--- src/rtl/rpf_pkg.sv ---
package rpf_pkg;

  typedef enum logic [3:0] {
    OP_NOP  = 4'd0,
    OP_MOV  = 4'd1,
    OP_LDI  = 4'd2,
    OP_LDP  = 4'd3,
    OP_SWAP = 4'd4,
    OP_INC  = 4'd5,
    OP_DEC  = 4'd6,
    OP_ADD  = 4'd7,
    OP_LDHL = 4'd8,
    OP_STHL = 4'd9
  } opKind_e;

  // register selector codes
  localparam logic [2:0] SEL_B    = 3'd0;
  localparam logic [2:0] SEL_C    = 3'd1;
  localparam logic [2:0] SEL_D    = 3'd2;
  localparam logic [2:0] SEL_E    = 3'd3;
  localparam logic [2:0] SEL_H    = 3'd4;
  localparam logic [2:0] SEL_L    = 3'd5;
  localparam logic [2:0] SEL_NONE = 3'd6;
  localparam logic [2:0] SEL_A    = 3'd7;

  localparam int NUM_SLOTS = 8;

  // control to datapath strobes
  typedef struct packed {
    logic movEn;
    logic immEn;
    logic pairLdEn;
    logic swapEn;
    logic incEn;
    logic decEn;
    logic addEn;
    logic memLoLd;
    logic memHiLd;
  } dpStrobe_t;

endpackage

--- src/rtl/rpf_ctrl.sv ---
module rpf_ctrl
  import rpf_pkg::*;
#(
  parameter int DW = 8,
  parameter int AW = 16
) (
  input  logic              clk,
  input  logic              rstN,
  input  logic              opValid,
  input  logic [3:0]        opCode,
  input  logic [AW-1:0]     dirAddr,
  input  logic [2*DW-1:0]   hlPair,
  output dpStrobe_t         stb,
  output logic              busy,
  output logic              memReq,
  output logic              memWe,
  output logic [AW-1:0]     memAddr,
  output logic [DW-1:0]     memWdata
);

  typedef enum logic [2:0] {
    S_IDLE, S_LD0, S_LD1, S_LD2, S_ST0, S_ST1
  } xferState_e;

  xferState_e stateQ, stateD;
  logic [AW-1:0] addrQ;
  logic accept;
  opKind_e opK;

  assign opK    = opKind_e'(opCode);
  assign accept = opValid && (stateQ == S_IDLE);
  assign busy   = (stateQ != S_IDLE);

  always_comb begin
    stateD = stateQ;
    unique case (stateQ)
      S_IDLE: begin
        if (accept && opK == OP_LDHL)      stateD = S_LD0;
        else if (accept && opK == OP_STHL) stateD = S_ST0;
      end
      S_LD0:   stateD = S_LD1;
      S_LD1:   stateD = S_LD2;
      S_LD2:   stateD = S_IDLE;
      S_ST0:   stateD = S_ST1;
      S_ST1:   stateD = S_IDLE;
      default: stateD = S_IDLE;
    endcase
  end

  always_ff @(posedge clk or negedge rstN) begin
    if (!rstN) begin
      stateQ <= S_IDLE;
      addrQ  <= '0;
    end else begin
      stateQ <= stateD;
      if (accept && (opK == OP_LDHL || opK == OP_STHL)) addrQ <= dirAddr;
    end
  end

  always_comb begin
    stb          = '0;
    stb.movEn    = accept && opK == OP_MOV;
    stb.immEn    = accept && opK == OP_LDI;
    stb.pairLdEn = accept && opK == OP_LDP;
    stb.swapEn   = accept && opK == OP_SWAP;
    stb.incEn    = accept && opK == OP_INC;
    stb.decEn    = accept && opK == OP_DEC;
    stb.addEn    = accept && opK == OP_ADD;
    stb.memLoLd  = (stateQ == S_LD1);
    stb.memHiLd  = (stateQ == S_LD2);
  end

  always_comb begin
    memReq   = 1'b0;
    memWe    = 1'b0;
    memAddr  = '0;
    memWdata = '0;
    case (stateQ)
      S_LD0: begin memReq = 1'b1; memAddr = addrQ; end
      S_LD1: begin memReq = 1'b1; memAddr = addrQ + 1'b1; end
      S_ST0: begin
        memReq = 1'b1; memWe = 1'b1; memAddr = addrQ;
        memWdata = hlPair[DW-1:0];
      end
      S_ST1: begin
        memReq = 1'b1; memWe = 1'b1; memAddr = addrQ + 1'b1;
        memWdata = hlPair[2*DW-1:DW];
      end
      default: ;
    endcase
  end

  // memory is only touched during a transfer
  p_req_in_busy_r10: assert property (@(posedge clk) disable iff (!rstN)
    memReq |-> busy);

  // second beat address follows the first
  p_next_addr_r8: assert property (@(posedge clk) disable iff (!rstN)
    (stateQ == S_LD1 || stateQ == S_ST1) |-> memAddr == AW'($past(memAddr) + 1'b1));

  // load keeps busy three cycles
  p_load_len_r10: assert property (@(posedge clk) disable iff (!rstN)
    (accept && opK == OP_LDHL) |=> busy ##1 busy ##1 busy ##1 !busy);

  // store keeps busy two cycles with writes
  p_store_len_r9: assert property (@(posedge clk) disable iff (!rstN)
    (accept && opK == OP_STHL) |=> (busy && memWe) ##1 (busy && memWe) ##1 !busy);

endmodule

--- src/rtl/rpf_datapath.sv ---
module rpf_datapath
  import rpf_pkg::*;
#(
  parameter int DW = 8
) (
  input  logic              clk,
  input  logic              rstN,
  input  dpStrobe_t         stb,
  input  logic [2:0]        dstSel,
  input  logic [2:0]        srcSel,
  input  logic [1:0]        pairSel,
  input  logic [DW-1:0]     immLo,
  input  logic [DW-1:0]     immHi,
  input  logic [DW-1:0]     memRdata,
  input  logic [2:0]        rdSel,
  output logic [DW-1:0]     rdData,
  output logic [2*DW-1:0]   hlPair,
  output logic              carryStb,
  output logic              carryFlag
);

  localparam int PW = 2 * DW;

  logic [DW-1:0] regQ [NUM_SLOTS];
  logic [DW-1:0] regD [NUM_SLOTS];

  logic [2:0]    hiIdx, loIdx;
  logic          pairOk;
  logic [PW-1:0] selPair, stepPair;
  logic [PW:0]   sumWide;
  logic [PW-1:0] dePair;

  assign pairOk = (pairSel != 2'd3);

  always_comb begin
    unique case (pairSel)
      2'd0:    begin hiIdx = SEL_B; loIdx = SEL_C; end
      2'd1:    begin hiIdx = SEL_D; loIdx = SEL_E; end
      default: begin hiIdx = SEL_H; loIdx = SEL_L; end
    endcase
  end

  assign selPair = {regQ[hiIdx], regQ[loIdx]};
  assign hlPair  = {regQ[SEL_H], regQ[SEL_L]};
  assign dePair  = {regQ[SEL_D], regQ[SEL_E]};
  assign stepPair = stb.decEn ? (selPair - 1'b1) : (selPair + 1'b1);
  assign sumWide  = {1'b0, hlPair} + {1'b0, selPair};
  assign rdData   = regQ[rdSel];

  always_comb begin
    for (int i = 0; i < NUM_SLOTS; i++) regD[i] = regQ[i];
    if (stb.movEn) regD[dstSel] = regQ[srcSel];
    if (stb.immEn) regD[dstSel] = immLo;
    if (stb.pairLdEn && pairOk) begin
      regD[hiIdx] = immHi;
      regD[loIdx] = immLo;
    end
    if (stb.swapEn) begin
      regD[SEL_H] = regQ[SEL_D];
      regD[SEL_L] = regQ[SEL_E];
      regD[SEL_D] = regQ[SEL_H];
      regD[SEL_E] = regQ[SEL_L];
    end
    if ((stb.incEn || stb.decEn) && pairOk) begin
      regD[hiIdx] = stepPair[PW-1:DW];
      regD[loIdx] = stepPair[DW-1:0];
    end
    if (stb.addEn && pairOk) begin
      regD[SEL_H] = sumWide[PW-1:DW];
      regD[SEL_L] = sumWide[DW-1:0];
    end
    if (stb.memLoLd) regD[SEL_L] = memRdata;
    if (stb.memHiLd) regD[SEL_H] = memRdata;
  end

  // one storage slot per selector code; code 6 has no storage
  for (genvar g = 0; g < NUM_SLOTS; g++) begin : g_slot
    if (g == int'(SEL_NONE)) begin : g_empty
      assign regQ[g] = '0;
    end else begin : g_reg
      always_ff @(posedge clk or negedge rstN) begin
        if (!rstN) regQ[g] <= '0;
        else       regQ[g] <= regD[g];
      end
    end
  end

  always_ff @(posedge clk or negedge rstN) begin
    if (!rstN) begin
      carryStb  <= 1'b0;
      carryFlag <= 1'b0;
    end else begin
      carryStb <= stb.addEn && pairOk;
      if (stb.addEn && pairOk) carryFlag <= sumWide[PW];
    end
  end

  // exchange of the two pairs
  p_swap_pairs_r5: assert property (@(posedge clk) disable iff (!rstN)
    stb.swapEn |=> (hlPair == $past(dePair)) && (dePair == $past(hlPair)));

  // pointer pair increment wraps
  p_inc_wrap_r6: assert property (@(posedge clk) disable iff (!rstN)
    (stb.incEn && pairSel == 2'd2) |=> hlPair == PW'($past(hlPair) + 1'b1));

  // step operations keep the carry
  p_step_keeps_carry_r6: assert property (@(posedge clk) disable iff (!rstN)
    (stb.incEn || stb.decEn) |=> $stable(carryFlag));

  // carry strobe only after an add
  p_carry_after_add_r7: assert property (@(posedge clk) disable iff (!rstN)
    carryStb |-> $past(stb.addEn));

endmodule

--- src/rtl/regpair_file.sv ---
module regpair_file
  import rpf_pkg::*;
#(
  parameter int DW = 8,
  parameter int AW = 16
) (
  input  logic            clk,
  input  logic            rstN,
  input  logic            opValid,
  input  logic [3:0]      opCode,
  input  logic [2:0]      dstSel,
  input  logic [2:0]      srcSel,
  input  logic [1:0]      pairSel,
  input  logic [DW-1:0]   immLo,
  input  logic [DW-1:0]   immHi,
  input  logic [AW-1:0]   dirAddr,
  input  logic [2:0]      rdSel,
  output logic [DW-1:0]   rdData,
  output logic [2*DW-1:0] hlPtr,
  output logic            carryStb,
  output logic            carryFlag,
  output logic            busy,
  output logic            memReq,
  output logic            memWe,
  output logic [AW-1:0]   memAddr,
  output logic [DW-1:0]   memWdata,
  input  logic [DW-1:0]   memRdata
);

  dpStrobe_t stb;
  logic [2*DW-1:0] hlPair;

  assign hlPtr = hlPair;

  rpf_ctrl #(.DW(DW), .AW(AW)) u_ctrl (
    .clk(clk), .rstN(rstN), .opValid(opValid), .opCode(opCode),
    .dirAddr(dirAddr), .hlPair(hlPair), .stb(stb), .busy(busy),
    .memReq(memReq), .memWe(memWe), .memAddr(memAddr), .memWdata(memWdata)
  );

  rpf_datapath #(.DW(DW)) u_dp (
    .clk(clk), .rstN(rstN), .stb(stb), .dstSel(dstSel), .srcSel(srcSel),
    .pairSel(pairSel), .immLo(immLo), .immHi(immHi), .memRdata(memRdata),
    .rdSel(rdSel), .rdData(rdData), .hlPair(hlPair),
    .carryStb(carryStb), .carryFlag(carryFlag)
  );

endmodule

--- config.mk ---
export PLATFORM = sky130hd
export DESIGN_NAME = regpair_file
export DESIGN_NICKNAME = d
export VERILOG_FILES = /design/src/rtl/rpf_pkg.sv /design/src/rtl/rpf_ctrl.sv /design/src/rtl/rpf_datapath.sv /design/src/rtl/regpair_file.sv
export SDC_FILE = /design/constraint.sdc
export NUM_CORES = 1
export LEC_CHECK = 0
export BUFFER_PORTS_ARGS = -buffer_cell sky130_fd_sc_hd__buf_2
export CORE_MARGIN = 2
export CORE_UTILIZATION = 57
export DETAILED_ROUTE_END_ITERATION = 7
export PLACE_DENSITY = 0.86
export RECOVER_POWER = 25
export SLEW_MARGIN = 40
export SYNTH_ARGS = -nofsm -noshare
export SYNTH_HDL_FRONTEND = slang
export SYNTH_SLANG_ARGS = --single-unit
--- constraint.sdc ---
create_clock -name clk -period 10.2 [get_ports clk]
set_input_delay 2.04 -clock clk [delete_from_list [all_inputs] [get_ports clk]]
set_output_delay 2.04 -clock clk [all_outputs]
set_load 0.005 [all_outputs]
* After elaboration in Yosys (flattened, before gate mapping)
Cells that the tools add are included.
Storage, ports and cells: register bits after elaboration 77, output and inout bits 53, word-level logic and storage cells 113
Operators by class: add/subtract/negate cells 4, $lt $le $gt $ge 8, equal/unequal tests 17, muxes and demuxes 42, bitwise operators 5, reduce and logical (&&, ||, !) cells 26
Operators with widths (number):
- 64-bit bitwise mux | 6
- 64-bit two-way mux | 4
- 8-bit two-way mux | 13
- 8-bit binary-select mux with 3-bit select | 4
- 8-bit demux with 3-bit select | 3
- 16-bit by 1-bit adder with 16-bit output (second input constant) | 2
- 16-bit two-way mux | 2
- 32-bit two-way mux | 1
- 16-bit case mux with 2 select lines | 1
- 4-bit greater-or-equal comparator (second input constant) | 5
- 3-bit inverter with 4-bit output | 5
- 16-bit by 16-bit adder with 17-bit output | 1
- 1-bit logical AND | 17
- 4-bit by 3-bit equality test with 1-bit output (second input constant) | 4
- 8-bit case mux with 2 select lines | 1
- 16-bit by 1-bit subtractor with 16-bit output (second input constant) | 1
- 4-bit by 1-bit < comparator with 1-bit output (second input constant) | 3
- 3-bit case mux with 2 select lines | 2
- 3-bit case mux with 4 select lines | 1
- 4-bit by 2-bit equality test with 1-bit output (second input constant) | 2
- 4-bit equality test (second input constant) | 2
- 3-bit by 2-bit equality test with 1-bit output (second input constant) | 2
- 3-bit equality test (second input constant) | 2
- 3-bit two-way mux | 2
- 12 further kinds | 16

* Depth between registers and ports, before layout
Gate-level depths: netlist of run 1.
depth after elaboration 18, depth in mapped cells 17

* Hierarchy
Synthesis of run 1 repeated with hierarchy kept, for this count alone.
Unflattened totals: cells, all modules 1073, area, all modules 8446.9 µm²
By module, submodules not included:
- rpf_datapath | times used 1, cells each 897, area each 6945.4 µm², seq. area each 1451.4 µm²
- rpf_ctrl | times used 1, cells each 176, area each 1501.4 µm², seq. area each 475.5 µm²

* Worst setup path after synthesis of run 1
No wires, ideal clock.
path type input port to flip-flop, from input port pairSel[0], to register u_dp.regQ (netlist bit u_dp.dePair[13]), data arrival time 5.306 ns, data required time 10.061 ns, slack 4.755 ns, stages on the path 14, path buffers 3, path through buf_2 > buf_4 > buf_1 > mux2i_1 > o21ai_0 > ha_1 > nand2_1 > or4b_1 > o22a_1 > a311oi_1 > o21ai_0 > a2bb2oi_1 > xor2_1 > a22oi_1
RTL lines:
- start: declaration | line regpair_file.sv:13 | input logic [1:0] pairSel,
- end signal: indexed assignment | line rpf_datapath.sv:83 | else regQ[g] <= regD[g];
- end: declaration | line rpf_datapath.sv:24 | logic [DW-1:0] regQ [NUM_SLOTS];

==> impl_metrics.env, run 1 <==
export IMPL_ios=111
export IMPL_clockPowerShare_pct=13.2
export IMPL_cts_root_buf="clkbuf_16"
export IMPL_syn_to_final_growth_pct=8.154
export IMPL_cts_resized=0
export IMPL_overflow=0
export IMPL_drv_slew=111
export IMPL_synthDistinctLibCells=79
export IMPL_power_internal_w=0.001278
export IMPL_min_path_type="reg2reg"
export IMPL_numCtsBuffers=9
export IMPL_hold_start="u_dp.carryFlag"
export IMPL_synth_top_area_cell="dfrtp_1"
export IMPL_pwr_share_seq_pct=29.7
export IMPL_multi_input_area_um2=6078
export IMPL_drt_total_wl_mm=29.34
export IMPL_path_cells="clkbuf_1"
export IMPL_clock_sinks=77
export IMPL_ff2ff_path_depth=13
export IMPL_maxCapViolCount=2
export IMPL_worstMarginPinSlew_ps=4501
export IMPL_critPathMaxStageDelay_ps=3090
export IMPL_rsz0062_at_grt="false"
export IMPL_initial_core_util_pct=58.58
export IMPL_async_flop_share_pct=100.0
export IMPL_regArea_um2=1928
export IMPL_switchingPower_w=0.001236
export IMPL_drt_initial_drc_count=1194
export IMPL_antenna_found_initial=0
export IMPL_arrival_ps=5190
export IMPL_r2r_start="u_ctrl.stateQ[0]"
export IMPL_yosysWarnings=0
export IMPL_period_share_pct=60.29
export IMPL_clockBufferDepth=2
export IMPL_nFillCells=1255
export IMPL_dieArea_um2=15990
export IMPL_grt_usage_pct=36.27
export IMPL_cts_setup_buffers=0
export IMPL_min_period_ps=6150
export IMPL_dp_hpwl_mm=21.83
export IMPL_drive_above_1_share_pct=17.87
export IMPL_p_comb_share_pct=57.1
export IMPL_violations="max-capacitance violations, max-slew violations"
export IMPL_tns_ps=0
export IMPL_die_h_um=126.5
export IMPL_clk_insertion_delay_late_ps=350
export IMPL_path_clk_slew_ps=60
export IMPL_syn_inst=1088
export IMPL_max_slew_margin_rel_pct=-200.1
export IMPL_hold_depth=2
export IMPL_grt_pass1_vias=8282
export IMPL_worstPathRequired_ps=9240
export IMPL_cpMaxStageDelayCell="clkbuf_1"
export IMPL_cts_tree="built"
export IMPL_place_gp_congestion=0.9834
export IMPL_ant_nets=0
export IMPL_syn_cell_area_um2=8547
export IMPL_viasPerCell=6.956
export IMPL_coreArea_um2=14590
export IMPL_min_to="u_dp.carryFlag"
export IMPL_rows=44
export IMPL_yosys_top_cells_area="dfrtp_1, nand2_1, nor2_1, mux2i_1, a21oi_1"
export IMPL_ys_seq_area_share_pct=22.54
export IMPL_hold_viol=0
export IMPL_io_buffer_count=110
export IMPL_synth_edff_count=0
export IMPL_via_count=9106
export IMPL_finalSetupViolCount=0
export IMPL_status="finished with violations"
export IMPL_die_w_um=126.5
export IMPL_n_antenna_cell=0
export IMPL_wire_per_inst_um=22.41
export IMPL_hold_slack_ps=510.5
export IMPL_r2r_slack_ps=4860
export IMPL_drc=0
export IMPL_fmax_ghz=0.1626
export IMPL_clock_skew_ps=12.19
export IMPL_syn_avg_cell_area_um2=7.856
export IMPL_h_tree_depth=3
export IMPL_cp_top_family="buffers and inverters"
export IMPL_cp_start_kind="input port"
export IMPL_cp_end_kind="asynchronous set/reset pin"
export IMPL_postCtsHoldBufs=0
export IMPL_final_nets=1206
export IMPL_grt_max_degree=78
export IMPL_r2r_end="u_dp.dePair[13]"
export IMPL_setup_worst_path_class="in2async"
export IMPL_p_leak_nw=3.911
export IMPL_switching_share_pct=49.17
export IMPL_ir_drop_v=0.0001475
export IMPL_path_buf_inv=1
export IMPL_grt_first_pass_wirelength_mm=45.95
export IMPL_ys_ff_latch=77
export IMPL_p_per_area_nw_per_um2=272.0
export IMPL_synth_fp_nets=1172
export IMPL_worstPathMaxFanout=77
export IMPL_synth_top_area_share_pct=22.54
export IMPL_synth_flop_cell="dfrtp_1"
export IMPL_drt_pass1_iterations=7
[layout by cell type, fill, tap and decap left out, types with 7 or more instances in the layout]
cell type / netlist / routed
mux2_2: 23 / 23
nor4_1: 7 / 7
dfrtp_1: 77 / 76
mux2i_1: 38 / 38
mux2_1: 8 / 8
and3_1: 7 / 7
nand2b_1: 7 / 7
xor2_1: 32 / 32
buf_4: 17 / 10
buf_2: 14 / 109
a22o_1: 10 / 10
a31oi_1: 19 / 19
nor3_1: 9 / 7
nand2_1: 134 / 134
a21o_1: 7 / 7
clkbuf_16: 0 / 9
o21ai_1: 34 / 34
a21oi_1: 72 / 72
inv_1: 23 / 23
mux4_2: 16 / 16
nor2_1: 114 / 113
o21a_1: 14 / 14
xnor2_1: 17 / 17
o22ai_1: 22 / 22
o211ai_1: 42 / 42
a22oi_1: 31 / 31
nand4_1: 7 / 7
a211o_1: 11 / 11
nand3_1: 23 / 23
ha_1: 24 / 24
a211oi_1: 24 / 24
o21ai_0: 48 / 48
[state kept, by name (all words and copies together), names as in the netlist]
name            cells
u_dp.carryFlag      1
u_dp.carryStb       1
u_dp.regQ          24
u_ctrl.stateQ       3
u_dp.hlPair        16
u_dp.dePair        16
u_ctrl.addrQ       16
[worst max-delay path by stage]
stage / depth (start not counted) / slack [ps] / to / startpoint
6_report: 1 / 4050 / u_ctrl.stateQ[2] / rstN
5_1_grt: 1 / 3280 / u_ctrl.stateQ[2] / rstN
4_1_cts: 13 / 4410 / u_dp.dePair[13] / opValid
3_5_place_dp: 13 / 4060 / u_dp.dePair[13] / opValid
3_3_place_gp: 13 / 4120 / u_dp.dePair[13] / opValid
2_1_floorplan: 14 / 4750 / u_dp.dePair[13] / pairSel[0]
[per-layer routing]
layer	up-vias	wire length, um	track usage (%)
met5	-	0	0
met4	0	1181	15.00
met3	98	3724	7.718
met2	656	12940	55.90
met1	4245	11490	49.68
li1	4107	-	-
[through the flow]
step | std cells | power, W | cell area [um^2] | worst slack [ps] | util [%]
final | 1309 | 0.002514 | 9244 | 4050 | 63.36
after global routing | 1309 | 0.002664 | 9244 | 3283 | 63.36
after CTS | 1308 | 0.002454 | 9248 | 4409 | 63.39
after detailed placement | 1294 | 0.002117 | 8959 | 4061 | 61.41
after global placement | 1292 | 0.002071 | 8926 | 4124 | 61.18
after floorplan | 1088 | 0.001692 | 8547 | 4755 | -
[Yosys cell counts (all sizes together) (7+ instances only)]
cell type / n
nand2: 134
nor2: 115
o21ai: 83
dfrtp: 77
a21oi: 72
clkbuf: 55
buf: 43
o211ai: 42
mux2i: 38
xor2: 32
a22oi: 31
mux2: 31
a211oi: 24
ha: 24
inv: 23
nand3: 23
o22ai: 22
a31oi: 19
xnor2: 17
mux4: 16
o21a: 14
a211o: 11
nor3: 11
nor4: 11
a22o: 10
a221oi: 9
a21o: 7
and3: 7
nand2b: 7
nand4: 7
or2: 7
[area by class of cell]
cell class                      count  area share [%]
Inverter                           24          0.9746
Timing Repair Buffer              121           6.795
Sequential cell                    77           20.86
Multi-Input combinational cell    889           65.76
Tap cell                          184           2.491
Clock buffer                       10           2.585
Clock inverter                      4          0.5414
[cell families after synthesis]
| family | synth area share [%] |
|---|---|
| AOI/OAI and AO/OA | 28.90 |
| adders and majority gates | 3.982 |
| xor gates and xnor gates | 5.021 |
| muxes | 12.75 |
| and+or+nand+nor | 20.14 |
| DFF | 22.54 |
| buffers and inverters | 6.661 |
[power groups by stage]
| stage | sequential (W) | combinational [W] | clock (W) |
|---|---|---|---|
| after global placement | 0.000714 | 0.00136 | 0 |
| after global routing | 0.000756 | 0.00156 | 0.000344 |
| final | 0.000748 | 0.00144 | 0.000331 |
| after floorplan | 0.000572 | 0.00112 | 0 |
| after CTS | 0.000719 | 0.00140 | 0.000331 |
| after detailed placement | 0.000722 | 0.00139 | 0 |
(Power assumes the default switching activity.)
==> inputs of run 2 (changes only) <==
Clock period 10.2 ns to 6.2 ns, I/O delays scaled along.
==> impl_metrics.env, run 2 (synthesis results as in run 1) <==
export IMPL_status="finished, final reports clean"
export IMPL_dieArea_um2=15990
export IMPL_die_w_um=126.5
export IMPL_regMostFlops="u_dp.regQ"
export IMPL_max_slew_margin_rel_pct=38.83
export IMPL_final_nets=1207
export IMPL_min_path_type="reg2reg"
export IMPL_postCtsHoldBufs=0
export IMPL_place_ws_ps=1251
export IMPL_p_per_area_nw_per_um2=450.0
export IMPL_initial_core_util_pct=58.58
export IMPL_antenna_found_initial=0
export IMPL_grt_pass1_vias=8290
export IMPL_tns_ps=0
export IMPL_fin_util_pct=63.56
export IMPL_min_period_ps=4658
export IMPL_grtUsageMet2_pct=54.89
export IMPL_worstPathRequired_ps=6410
export IMPL_drive_above_1_share_pct=18.00
export IMPL_fmax_ghz=0.2147
export IMPL_cts_setup_buffers=0
export IMPL_fin_cells=1312
export IMPL_largest_reg_flops=24
export IMPL_grt_use_met1_pct=47.97
export IMPL_finalSetupViolCount=0
export IMPL_p_leak_nw=3.938
export IMPL_ios=111
export IMPL_numCtsBuffers=9
export IMPL_dp_hpwl_mm=21.45
export IMPL_grt_first_pass_wirelength_mm=45.30
export IMPL_rsz0062_at_grt="false"
export IMPL_clock_sinks=77
export IMPL_drt_total_wl_mm=29.29
export IMPL_clock_skew_ps=7.130
export IMPL_met3_usage_pct=9.237
export IMPL_rows=44
export IMPL_viasPerCell=6.973
export IMPL_hold_viol=0
export IMPL_wire_per_inst_um=22.32
export IMPL_cp_start_kind="input port"
export IMPL_maxCapViolCount=0
export IMPL_clk_insertion_delay_late_ps=350
export IMPL_setup_worst_path_class="in2reg"
export IMPL_overflow=0
export IMPL_worstMarginPinSlew_ps=892.0
export IMPL_grt_usage_pct=35.82
export IMPL_via_count=9149
export IMPL_hold_slack_ps=512.5
export IMPL_arrival_ps=4870
export IMPL_drv_slew=0
export IMPL_cts_tree="built"
export IMPL_clockBufferDepth=2
export IMPL_drt_initial_drc_count=1247
export IMPL_h_tree_depth=3
export IMPL_layout_commonest_cell="nand2_1"
export IMPL_syn_to_final_growth_pct=8.491
export IMPL_place_gp_congestion=0.9424
export IMPL_drt_pass1_iterations=6
export IMPL_layout_common_cells="nand2_1, nor2_1, buf_2, dfrtp_1, a21oi_1"
export IMPL_busiest_layer="met2"
export IMPL_cts_resized=0
export IMPL_die_h_um=126.5
export IMPL_cts_root_buf="clkbuf_16"
export IMPL_period_share_pct=75.13
export IMPL_path_clk_slew_ps=60
export IMPL_grt_max_degree=78
export IMPL_io_buffer_count=110
export IMPL_placed_cells=1296
export IMPL_drc=0
export IMPL_fin_ws_ps=1542
export IMPL_n_antenna_cell=0
export IMPL_coreArea_um2=14590
export IMPL_worstPathMaxFanout=15
export IMPL_cp_end_kind="flip-flop"
export IMPL_ant_nets=0
export IMPL_ir_drop_v=0.0002459
-- run 2: stage by stage --
step	total power [W]	cell area (um^2)
2_1_floorplan	0.002783	8547
3_3_place_gp	0.003392	8944
3_5_place_dp	0.003458	8961
4_1_cts	0.004048	9265
5_1_grt	0.004403	9273
6_report	0.004172	9273
-- run 2: critical path, stage by stage --
cell,delay (ps)
buf_2,90
nor4b_4,310
nand3_1,130
buf_4,220
inv_1,320
ha_1,340
nand2_1,100
or4b_1,470
o22a_1,250
a311oi_1,550
o21ai_0,180
a2bb2oi_1,210
xor2_1,290
a22oi_1,160
-- run 2: per-layer routing --
layer	routed length, um	share of wire (%)
met2	12690	43
met3	4060	14
met4	1387	4.7
met5	0	0
met1	11160	38
-- run 2: final timing paths --
path	from	to	slack, ps	cells after the start
setup / recovery	opValid	u_dp.dePair[13]	1540	14
max in group asynchronous	rstN	u_dp.hlPair[4]	4780	1
setup reg to reg	u_ctrl.stateQ[0]	u_dp.dePair[13]	1800	14
min in group asynchronous	rstN	u_dp.regQ[1]	910	1
hold reg to reg	u_dp.carryFlag	u_dp.carryFlag	510	2
hold / removal	u_dp.carryFlag	u_dp.carryFlag	510	2
-- run 2: final cells by class --
cell class / count / area, um^2
fill: 1234 / 5316
timing repair buffer: 122 / 649.4
clock buffer: 13 / 260.3
tap: 184 / 230.2
inverter: 24 / 90.09
multi-input combinational: 889 / 6072
sequential: 77 / 1927
clock inverter: 3 / 43.79
-- run 2: power breakdown --
group	leakage, nW	switching, W	internal [W]	total [W]
clock network	0.150	0.000233	0.000335	0.000568
registers	0.954	0.000511	0.000719	0.00123
logic	2.83	0.00131	0.00107	0.00237
total	3.94	0.00205	0.00212	0.00417
